File: src/rtl/irq_svc_pkg.sv
package irq_svc_pkg;
  // Width of an index into n items, never less than one bit.
  function automatic int idx_w(input int n);
    return (n > 1) ? $clog2(n) : 1;
  endfunction

  typedef enum logic {
    TRIG_EDGE  = 1'b0,
    TRIG_LEVEL = 1'b1
  } trig_e;
endpackage

File: src/rtl/irq_prio_pick.sv
module irq_prio_pick #(
  parameter int N  = 24,
  parameter int IW = 5
) (
  input  logic [N-1:0]  req_i,
  output logic          any_o,
  output logic [IW-1:0] idx_o,
  output logic [N-1:0]  onehot_o
);
  always_comb begin
    idx_o    = '0;
    onehot_o = '0;
    // Walk from the top so the lowest requesting index wins last.
    for (int i = N - 1; i >= 0; i--) begin
      if (req_i[i]) begin
        idx_o    = IW'(i);
        onehot_o = N'(1) << i;
      end
    end
    any_o = |req_i;
  end
endmodule

File: src/rtl/irq_defer_timer.sv
module irq_defer_timer #(
  parameter int DEFER_CYCLES = 2500000
) (
  input  logic clk,
  input  logic rst_n,
  input  logic start_i,
  output logic expire_o
);
  localparam int CW = $clog2(DEFER_CYCLES + 1);

  logic          run_q;
  logic [CW-1:0] cnt_q;

  assign expire_o = run_q && (cnt_q == CW'(DEFER_CYCLES - 1));

  always_ff @(posedge clk or negedge rst_n) begin
    if (!rst_n) begin
      run_q <= 1'b0;
      cnt_q <= '0;
    end else if (start_i && (!run_q || expire_o)) begin
      run_q <= 1'b1;
      cnt_q <= '0;
    end else if (expire_o) begin
      run_q <= 1'b0;
    end else if (run_q) begin
      cnt_q <= cnt_q + CW'(1);
    end
  end
endmodule

File: src/rtl/irq_pin_cell.sv
module irq_pin_cell #(
  parameter int STORM_LIMIT = 10000
) (
  input  logic clk,
  input  logic rst_n,
  input  logic line_i,
  input  logic mask_i,
  input  logic level_i,
  input  logic eoi_hit_i,
  input  logic note_i,
  input  logic expire_i,
  input  logic load_i,
  output logic pend_o,
  output logic rirr_o,
  output logic defer_o
);
  localparam int SW = $clog2(STORM_LIMIT + 1);

  logic          irr_q, rirr_q, pend_q;
  logic [SW-1:0] cnt_q;
  logic          irr_n, rirr_n, pend_n;
  logic [SW-1:0] cnt_n;
  logic          rise, lvl_eoi, redo_eoi, redo_note, redo_exp, elig;

  always_comb begin
    rise    = line_i & ~irr_q;
    irr_n   = line_i;
    lvl_eoi = eoi_hit_i & level_i;

    // Remote-acknowledge: a load of a level pin takes precedence.
    rirr_n = rirr_q;
    if (lvl_eoi || (note_i && !level_i)) rirr_n = 1'b0;
    if (load_i && level_i)               rirr_n = 1'b1;

    // Back-to-back EOI redelivery counter.
    cnt_n    = cnt_q;
    redo_eoi = 1'b0;
    defer_o  = 1'b0;
    if (lvl_eoi) begin
      if (!mask_i && irr_q) begin
        if (cnt_q == SW'(STORM_LIMIT - 1)) begin
          cnt_n   = '0;
          defer_o = 1'b1;
        end else begin
          cnt_n    = cnt_q + SW'(1);
          redo_eoi = 1'b1;
        end
      end else begin
        cnt_n = '0;
      end
    end

    redo_note = note_i & level_i & irr_q & ~mask_i & ~rirr_q;
    redo_exp  = expire_i & level_i & irr_q & ~rirr_q;

    elig   = ~mask_i & ~(level_i & rirr_n) & (~level_i | irr_n);
    pend_n = ((pend_q & ~load_i) | rise | redo_eoi | redo_note | redo_exp) & elig;
  end

  always_ff @(posedge clk or negedge rst_n) begin
    if (!rst_n) begin
      irr_q  <= 1'b0;
      rirr_q <= 1'b0;
      pend_q <= 1'b0;
      cnt_q  <= '0;
    end else begin
      irr_q  <= irr_n;
      rirr_q <= rirr_n;
      pend_q <= pend_n;
      cnt_q  <= cnt_n;
    end
  end

  assign pend_o = pend_q;
  assign rirr_o = rirr_q;
endmodule

File: src/rtl/irq_pin_svc.sv
module irq_pin_svc #(
  parameter int NPINS        = 24,
  parameter int VEC_W        = 8,
  parameter int DEST_W       = 8,
  parameter int STORM_LIMIT  = 10000,
  parameter int DEFER_CYCLES = 2500000,
  localparam int PIN_W       = irq_svc_pkg::idx_w(NPINS)
) (
  input  logic                      clk,
  input  logic                      rst_n,
  input  logic [NPINS-1:0]          line_lvl,
  input  logic [NPINS-1:0]          cfg_mask,
  input  logic [NPINS-1:0]          cfg_level,
  input  logic [NPINS*VEC_W-1:0]    cfg_vector,
  input  logic [NPINS*DEST_W-1:0]   cfg_dest,
  input  logic                      cfg_note_valid,
  input  logic [PIN_W-1:0]          cfg_note_pin,
  input  logic                      eoi_valid,
  input  logic [VEC_W-1:0]          eoi_vector,
  output logic                      req_valid,
  input  logic                      req_ready,
  output logic [PIN_W-1:0]          req_pin,
  output logic [VEC_W-1:0]          req_vector,
  output logic [DEST_W-1:0]         req_dest,
  output logic                      req_level
);
  import irq_svc_pkg::*;

  logic [NPINS-1:0] pend_vec, rirr_vec, defer_vec, load_vec;
  logic [NPINS-1:0] pick_onehot;
  logic [PIN_W-1:0] pick_idx;
  logic             pick_any, load, expire;

  irq_prio_pick #(.N(NPINS), .IW(PIN_W)) u_pick (
    .req_i    (pend_vec),
    .any_o    (pick_any),
    .idx_o    (pick_idx),
    .onehot_o (pick_onehot)
  );

  assign load     = pick_any && (!req_valid || req_ready);
  assign load_vec = load ? pick_onehot : '0;

  irq_defer_timer #(.DEFER_CYCLES(DEFER_CYCLES)) u_timer (
    .clk      (clk),
    .rst_n    (rst_n),
    .start_i  (|defer_vec),
    .expire_o (expire)
  );

  for (genvar g = 0; g < NPINS; g++) begin : g_pin
    logic eoi_hit, note_hit;
    assign eoi_hit  = eoi_valid && (cfg_vector[g*VEC_W +: VEC_W] == eoi_vector);
    assign note_hit = cfg_note_valid && (cfg_note_pin == PIN_W'(g));

    irq_pin_cell #(.STORM_LIMIT(STORM_LIMIT)) u_cell (
      .clk       (clk),
      .rst_n     (rst_n),
      .line_i    (line_lvl[g]),
      .mask_i    (cfg_mask[g]),
      .level_i   (cfg_level[g]),
      .eoi_hit_i (eoi_hit),
      .note_i    (note_hit),
      .expire_i  (expire),
      .load_i    (load_vec[g]),
      .pend_o    (pend_vec[g]),
      .rirr_o    (rirr_vec[g]),
      .defer_o   (defer_vec[g])
    );
  end

  // One-deep request slot; holds its fields until accepted.
  always_ff @(posedge clk or negedge rst_n) begin
    if (!rst_n) begin
      req_valid  <= 1'b0;
      req_pin    <= '0;
      req_vector <= '0;
      req_dest   <= '0;
      req_level  <= TRIG_EDGE;
    end else if (load) begin
      req_valid  <= 1'b1;
      req_pin    <= pick_idx;
      req_vector <= cfg_vector[pick_idx*VEC_W +: VEC_W];
      req_dest   <= cfg_dest[pick_idx*DEST_W +: DEST_W];
      req_level  <= cfg_level[pick_idx];
    end else if (req_ready) begin
      req_valid  <= 1'b0;
    end
  end
endmodule

File: config.mk
export PLATFORM = sky130hd
export DESIGN_NAME = irq_pin_svc
export DESIGN_NICKNAME = d
export VERILOG_FILES = /design/src/rtl/irq_svc_pkg.sv /design/src/rtl/irq_prio_pick.sv /design/src/rtl/irq_defer_timer.sv /design/src/rtl/irq_pin_cell.sv /design/src/rtl/irq_pin_svc.sv
export SDC_FILE = /design/constraint.sdc
export NUM_CORES = 2
export LEC_CHECK = 0
export ABC_AREA = 1
export BUFFER_PORTS_ARGS = -buffer_cell sky130_fd_sc_hd__buf_2
export CORE_MARGIN = 2
export CORE_UTILIZATION = 30
export CTS_CLUSTER_DIAMETER = 40
export DETAILED_ROUTE_END_ITERATION = 10
export GPL_TIMING_DRIVEN = 0
export PLACE_DENSITY = 0.58
export SLEW_MARGIN = 20
export SYNTH_ARGS = -nofsm -noshare
export SYNTH_HDL_FRONTEND = slang
export SYNTH_SLANG_ARGS = --single-unit
File: constraint.sdc
create_clock -name clk -period 2.7 [get_ports clk]
set_input_delay 0.135 -clock clk [delete_from_list [all_inputs] [get_ports clk]]
set_output_delay 0.135 -clock clk [all_outputs]
set_load 0.05 [all_outputs]
# == Word level (Yosys, flattened, before mapping) ==
# Cells that the tools add are included.
# totals
ff_bits,454
latch_bits,0
ramBits,0
rom_bits,0
inputBits,474
word_cells,1308
n_memories,0
# op_classes
add_sub_neg,25
mul,0
div,0
n_lt_le_gt_ge,1
eq_ne,73
shift,2
mux,298
n_bitwise,600
n_reduce_logical,206
# ops
cell,n
2-to-1 mux 14 bit,48
2-to-1 mux 24 bit,25
variable part select 192 x 9 -> 8 bit,2
"adder 14 x 1 -> 14 bit, second input constant",24
AND 1 bit,336
"equality test 14 bit, second input constant",24
2-to-1 mux 1 bit,197
equality test 8 bit,24
inverter 1 bit,144
logical AND 1 bit,123
2-to-1 mux 5 bit,24
OR 1 bit,120
2-to-1 mux 22 bit,3
logical NOT 1 bit,50
OR reduction 24 bit,2
"equality test 5 x 4 -> 1 bit, second input constant",8
"equality test 5 bit, second input constant",8
logical OR 1 bit,26
"adder 22 x 1 -> 22 bit, second input constant",1
"equality test 22 bit, second input constant",1
"equality test 5 x 3 -> 1 bit, second input constant",4
"equality test 5 x 2 -> 1 bit, second input constant",2
"less-than comparator 5 x 6 -> 1 bit, second input constant",1
nonzero test 2 bit,3
other kinds (5),5

# == Logic depth before layout (Yosys ltp) ==
# depth
word_depth,32
depth_mapped,26
depth_no_buf,25

# == By module ==
# A second synthesis with hierarchy kept.
# unflattened
cells_unflattened,5505
hier_area_um2,35819.4
# modules_own_cells
mod,instances,cells_per_inst,area_per_inst_um2,seq_area_each_um2
irq_pin_cell at g_pin[0].u_cell ...,22,145,1056.0,425.4
irq_pin_svc,1,1680,8358.0,575.6
irq_defer_timer,1,230,1564.0,575.6
irq_pin_cell at g_pin[9].u_cell,1,145,1071.0,425.4
irq_pin_cell at g_pin[17].u_cell,1,143,1053.5,425.4
irq_prio_pick,1,117,540.5,0.0

# == Worst setup path before layout ==
# OpenSTA, ideal clock, no wires.
# synth_path
path_kind,register to register
from,register g_pin[6].u_cell.pend_q
to,register g_pin[16].u_cell.pend_q
setup_time_ns,0.132
t_arrival_ns,1.997
setup_slack_ns,0.570
stages_incl_launch_ff,16
path_buffers,0
cell_sequence,dfrtp_1 nor2_1 inv_1 nor2_2 inv_1 nor2_2 inv_2 nor2_4 inv_1 nor2_4 inv_2 nor2_1 inv_1 o21ai_1 o21a_1 a2111oi_2
# synth_between
elab_chain_len,15
# synth_rtl
item,line,source
"start, declared",irq_pin_cell.sv:19,"logic irr_q, rirr_q, pend_q;"
"start signal, assigned",irq_pin_cell.sv:69,pend_q <= pend_n;
2-to-1 mux 24 bit (7 in series),irq_prio_pick.sv:15,if (req_i[i]) begin
2-to-1 mux 24 bit (*),irq_pin_svc.sv:42,assign load_vec = load ? pick_onehot : '0;
logical AND 1 bit (*),irq_pin_cell.sv:33,if (load_i && level_i) rirr_n = 1'b1;
2-to-1 mux 1 bit (*),irq_pin_cell.sv:33,
net g_pin[16].u_cell.rirr_n,irq_pin_cell.sv:21,"logic irr_n, rirr_n, pend_n;"
AND 1 bit (*),irq_pin_cell.sv:56,elig = ~mask_i & ~(level_i & rirr_n) & (~level_i | irr_n);
inverter 1 bit (*),irq_pin_cell.sv:56,
AND 1 bit (*) (2 in series),irq_pin_cell.sv:56,
AND 1 bit (*),irq_pin_cell.sv:57,pend_n = ((pend_q & ~load_i) | rise | redo_eoi | redo_note | redo_exp) & elig;
net g_pin[16].u_cell.pend_n,irq_pin_cell.sv:21,
"end signal, assigned",irq_pin_cell.sv:69,
"end, declared",irq_pin_cell.sv:19,
# Mark *: on every way through the listed nets, which the timed path passes. The rest lies on a longest branch.
# A chain may end at the register's enable or synchronous reset.

# == Final worst setup path ==
# layout_path
from,register g_pin[0].u_cell.pend_q
to,register req_vector[2]
# layout_between
elab_chain_len,2
# layout_rtl
item,line,source
"start, declared",irq_pin_cell.sv:19,
"start signal, assigned",irq_pin_cell.sv:69,
2-to-1 mux 5 bit or OR reduction 24 bit (tied branches),"irq_prio_pick.sv:15, irq_prio_pick.sv:20",
variable part select 192 x 9 -> 8 bit or logical AND 1 bit (tied branches),"irq_pin_svc.sv:83, irq_pin_svc.sv:41",
"end signal, assigned",irq_pin_svc.sv:83,req_vector <= cfg_vector[pick_idx*VEC_W +: VEC_W];
"end, declared",irq_pin_svc.sv:23,"output logic [VEC_W-1:0] req_vector,"
# Several ways; a longest one is shown, not always the timed one.

==> results.md <==
* Status: finished with violations
* Failing checks: setup timing
* Worst-path fanout max at 10
* FF+latch area at 0.0114 mm^2
* Die width at 346 um
* Max IR drop VDD at 0.454 mV
* Post-route worst setup slack at -0.177 ns
* Via Count at 42161
* Fmax achieved at 348 MHz
* 1st-iter DRT viols at 4482
* Gr ovfl total at 0
* Min Tclk post-route at 2.88 ns
* Fraction of registers with async set/reset at 1.00
* Mapped Area at 0.0351 mm^2
* Ports at 497
* Via density at 5.53
* CP arrival at 3.43 ns
* DR pass1 iterations at 6
* Highest Signal Layer: met5
* Nets at 6491
* Initial core utilization at 0.302
* Final setup TNS at -2.89 ns
* Num rows at 125
* Htree depth at 3
* Crit. Startpoint: g_pin[0].u_cell.pend_o
* Register area share after synthesis at 0.324
* DRT Wirelength at 193 mm
* Count of flip-flops with a built-in enable after synthesis at 0
* First-pass GRT wire length at 272 mm
* Met2 Wirelength at 80.6 mm
* Syn Nets at 5782
* Area Overhead vs Synth at 32.2%
* Max Cap Violations at 0
* Leakage at 0.0226 uW
* TritonCTS sink count at 454
* Power Density at 630 mW/mm^2
* Worst Setup EP: req_vector[2]
* Die height at 346 um
* Filler cells at 12340
* Power Total at 29200 uW
* Largest net degree at the start of global routing at 94
* Port bufs at 492
* Worst hold path class: input pin to async pin
* Worst R2R Path Depth at 11
* Final hold viol count at 0
* Synth warn at 0
* CTS tree: done
* Via count of the first global-routing pass at 39676
* # setup viols final at 28
* Setup crit end kind: flop
* Worst slew pin tran at 0.984 ns
* Final Skew at 0.0336 ns
* Worst r2r dst: req_vector[2]
* Number of synthesized register bits at 454
* Share of post-route cells with drive strength above 1 at 0.199
* Clock buffer depth at 3
* Placer Congestion at 1.06
* Initial antenna violation count at 78
* CP required at 3.25 ns
* M1 WL at 74.3 mm
* R2R setup slack at -0.18 ns
* Tcrit/Tclk final at 1.07
* WL per Instance at 25.4 um
* Overall die area at 0.120 mm^2
* Worst Setup Start Kind: flop
* DP HPWL at 153 mm
* Main synth FF type: dfrtp_1
* Post-route DRC at 0
* Syn Area/Cell at 6.64 um^2
* Gate Count Post-Synth at 5283
* R2r startpoint: g_pin[0].u_cell.pend_o
* Routed Antenna Nets at 0
* Core Area at 0.116 mm^2
* Clock Pin Slew Worst Setup and Hold Paths at 0.05 ns
* Synth cell types at 73
* Multi-input logic area at 0.0211 mm^2
* Met3 WL at 23.1 mm
* Kind of critical path: flop to flop
* Relative slew slack at 0.342
* RSZ-0062 raised after global routing: true
* Total CTS buffers at 90
* Max-slew violations at 0
* CTS root buf: clkbuf_16
* Clock Latency Late Sink at 0.67 ns
* Total track usage at 0.310
-- state kept, by name (all words and copies together), names as in the netlist --
name / cells
g_pin.u_cell.irr_q: 24
req_pin: 5
req_vector: 8
u_timer.cnt_q: 22
g_pin.u_cell.cnt_q: 336
req_level: 1
g_pin.u_cell.rirr_o: 24
req_valid: 1
u_timer.run_q: 1
req_dest: 8
g_pin.u_cell.pend_o: 24
-- power by group --
part | switching [uW] | internal, uW | leakage (uW)
Combinational | 6440 | 3180 | 0.0156
Clock | 4250 | 7440 | 0.00151
Sequential | 492 | 7390 | 0.00540
-- layer usage --
metal  global-route usage  up-vias
met5                    0        -
met4                0.198       78
met3                0.114      681
met2                0.461     2176
met1                0.376    19991
li1                     -    19235
-- cell usage in the layout, fill, tap and decap left out, types with 94 or more instances in the layout --
cell / synthesis / final
nand2_1: 1044 / 993
inv_1: 826 / 816
nand3_1: 761 / 597
buf_2: 81 / 505
nor2_1: 473 / 463
dfrtp_1: 454 / 447
o21ai_0: 280 / 280
nor3_1: 167 / 162
nand4_1: 158 / 158
nand3_2: 0 / 155
xor2_1: 136 / 136
a21oi_1: 115 / 102
clkbuf_16: 0 / 98
o22ai_1: 97 / 97
nor4_1: 109 / 94
-- cell families after synthesis --
family	count (synthesis)	share of synthesized area
flip-flops	454	0.324
multiplexers	1	0.000286
buffers and inverters	1032	0.117
AO/OA/AOI/OAI	713	0.125
adder cells (fa/ha/maj)	25	0.00892
XOR/XNOR	198	0.0495
AND/OR/NAND/NOR	2860	0.375
-- cell type report --
class                   count  share of cell area
repair buffers            619              0.0873
plain buffers             172              0.0321
flip-flops and latches    454               0.245
well taps                1524              0.0412
inverters                 858              0.0698
clock inverters            58              0.0145
multi-input cells        3797               0.455
diodes                     30             0.00162
clock buffers             108              0.0531
-- how the worst min path moves through the flow --
stage | start | to | slack [ns]
floorplan | rst_n | g_pin[0].u_cell.cnt_q[0] | -0.16
CTS | cfg_vector[26] | g_pin[3].u_cell.cnt_q[9] | 0.01
finish | rst_n | u_timer.cnt_q[20] | 0.02
global route | cfg_vector[172] | g_pin[21].u_cell.cnt_q[9] | 0.06
detailed placement | rst_n | u_timer.cnt_q[20] | 0.14
global placement | line_lvl[6] | g_pin[6].u_cell.irr_q | 0.26
-- critical path: stages (launching register included) --
cell and delay (ns):
dfrtp_1 0.41, inv_1 0.10, nand2_2 0.47, clkbuf_2 0.48
clkbuf_1 0.60, nand3_1 0.18, nand3_2 0.13, nand3_2 0.08
nand3_2 0.09, nand2_1 0.06, nand2_1 0.07, a21oi_2 0.07
-- Yosys cell counts (97+ instances only) --
cell     number  area share
nand2_1    1044        0.11
inv_1       826       0.088
nand3_1     761        0.11
nor2_1      473       0.051
dfrtp_1     454        0.32
o21ai_0     280       0.040
nor3_1      167       0.024
nand4_1     158       0.028
xor2_1      136       0.034
a21oi_1     115       0.016
nor4_1      109       0.019
o22ai_1      97       0.017
-- metrics by stage --
stage | cell area [um^2] | setup WS [ns] | hold slack, ns | util | cells
floorplan | 35100 | 0.570 | -0.161 | - | 5283
global placement | 39400 | -8.61 | 0.260 | 0.340 | 7299
detailed placement | 39600 | -1.47 | 0.143 | 0.341 | 7304
CTS | 45100 | -0.172 | 0.0106 | 0.389 | 7573
global route | 46300 | -0.266 | 0.0646 | 0.399 | 7608
finish | 46300 | -0.177 | 0.0179 | 0.399 | 7620
-- timing repair --
item                                    CTS  global route
cloned                                    9             6
gates resized for setup                 336           224
buffers inserted                         19            14
pin swaps                                45            75
hold buffers                             75             0
endpoints found under the setup margin   92            60
hold endpoints to repair                311             0
No activity file was read; power rests on OpenSTA's default activity.
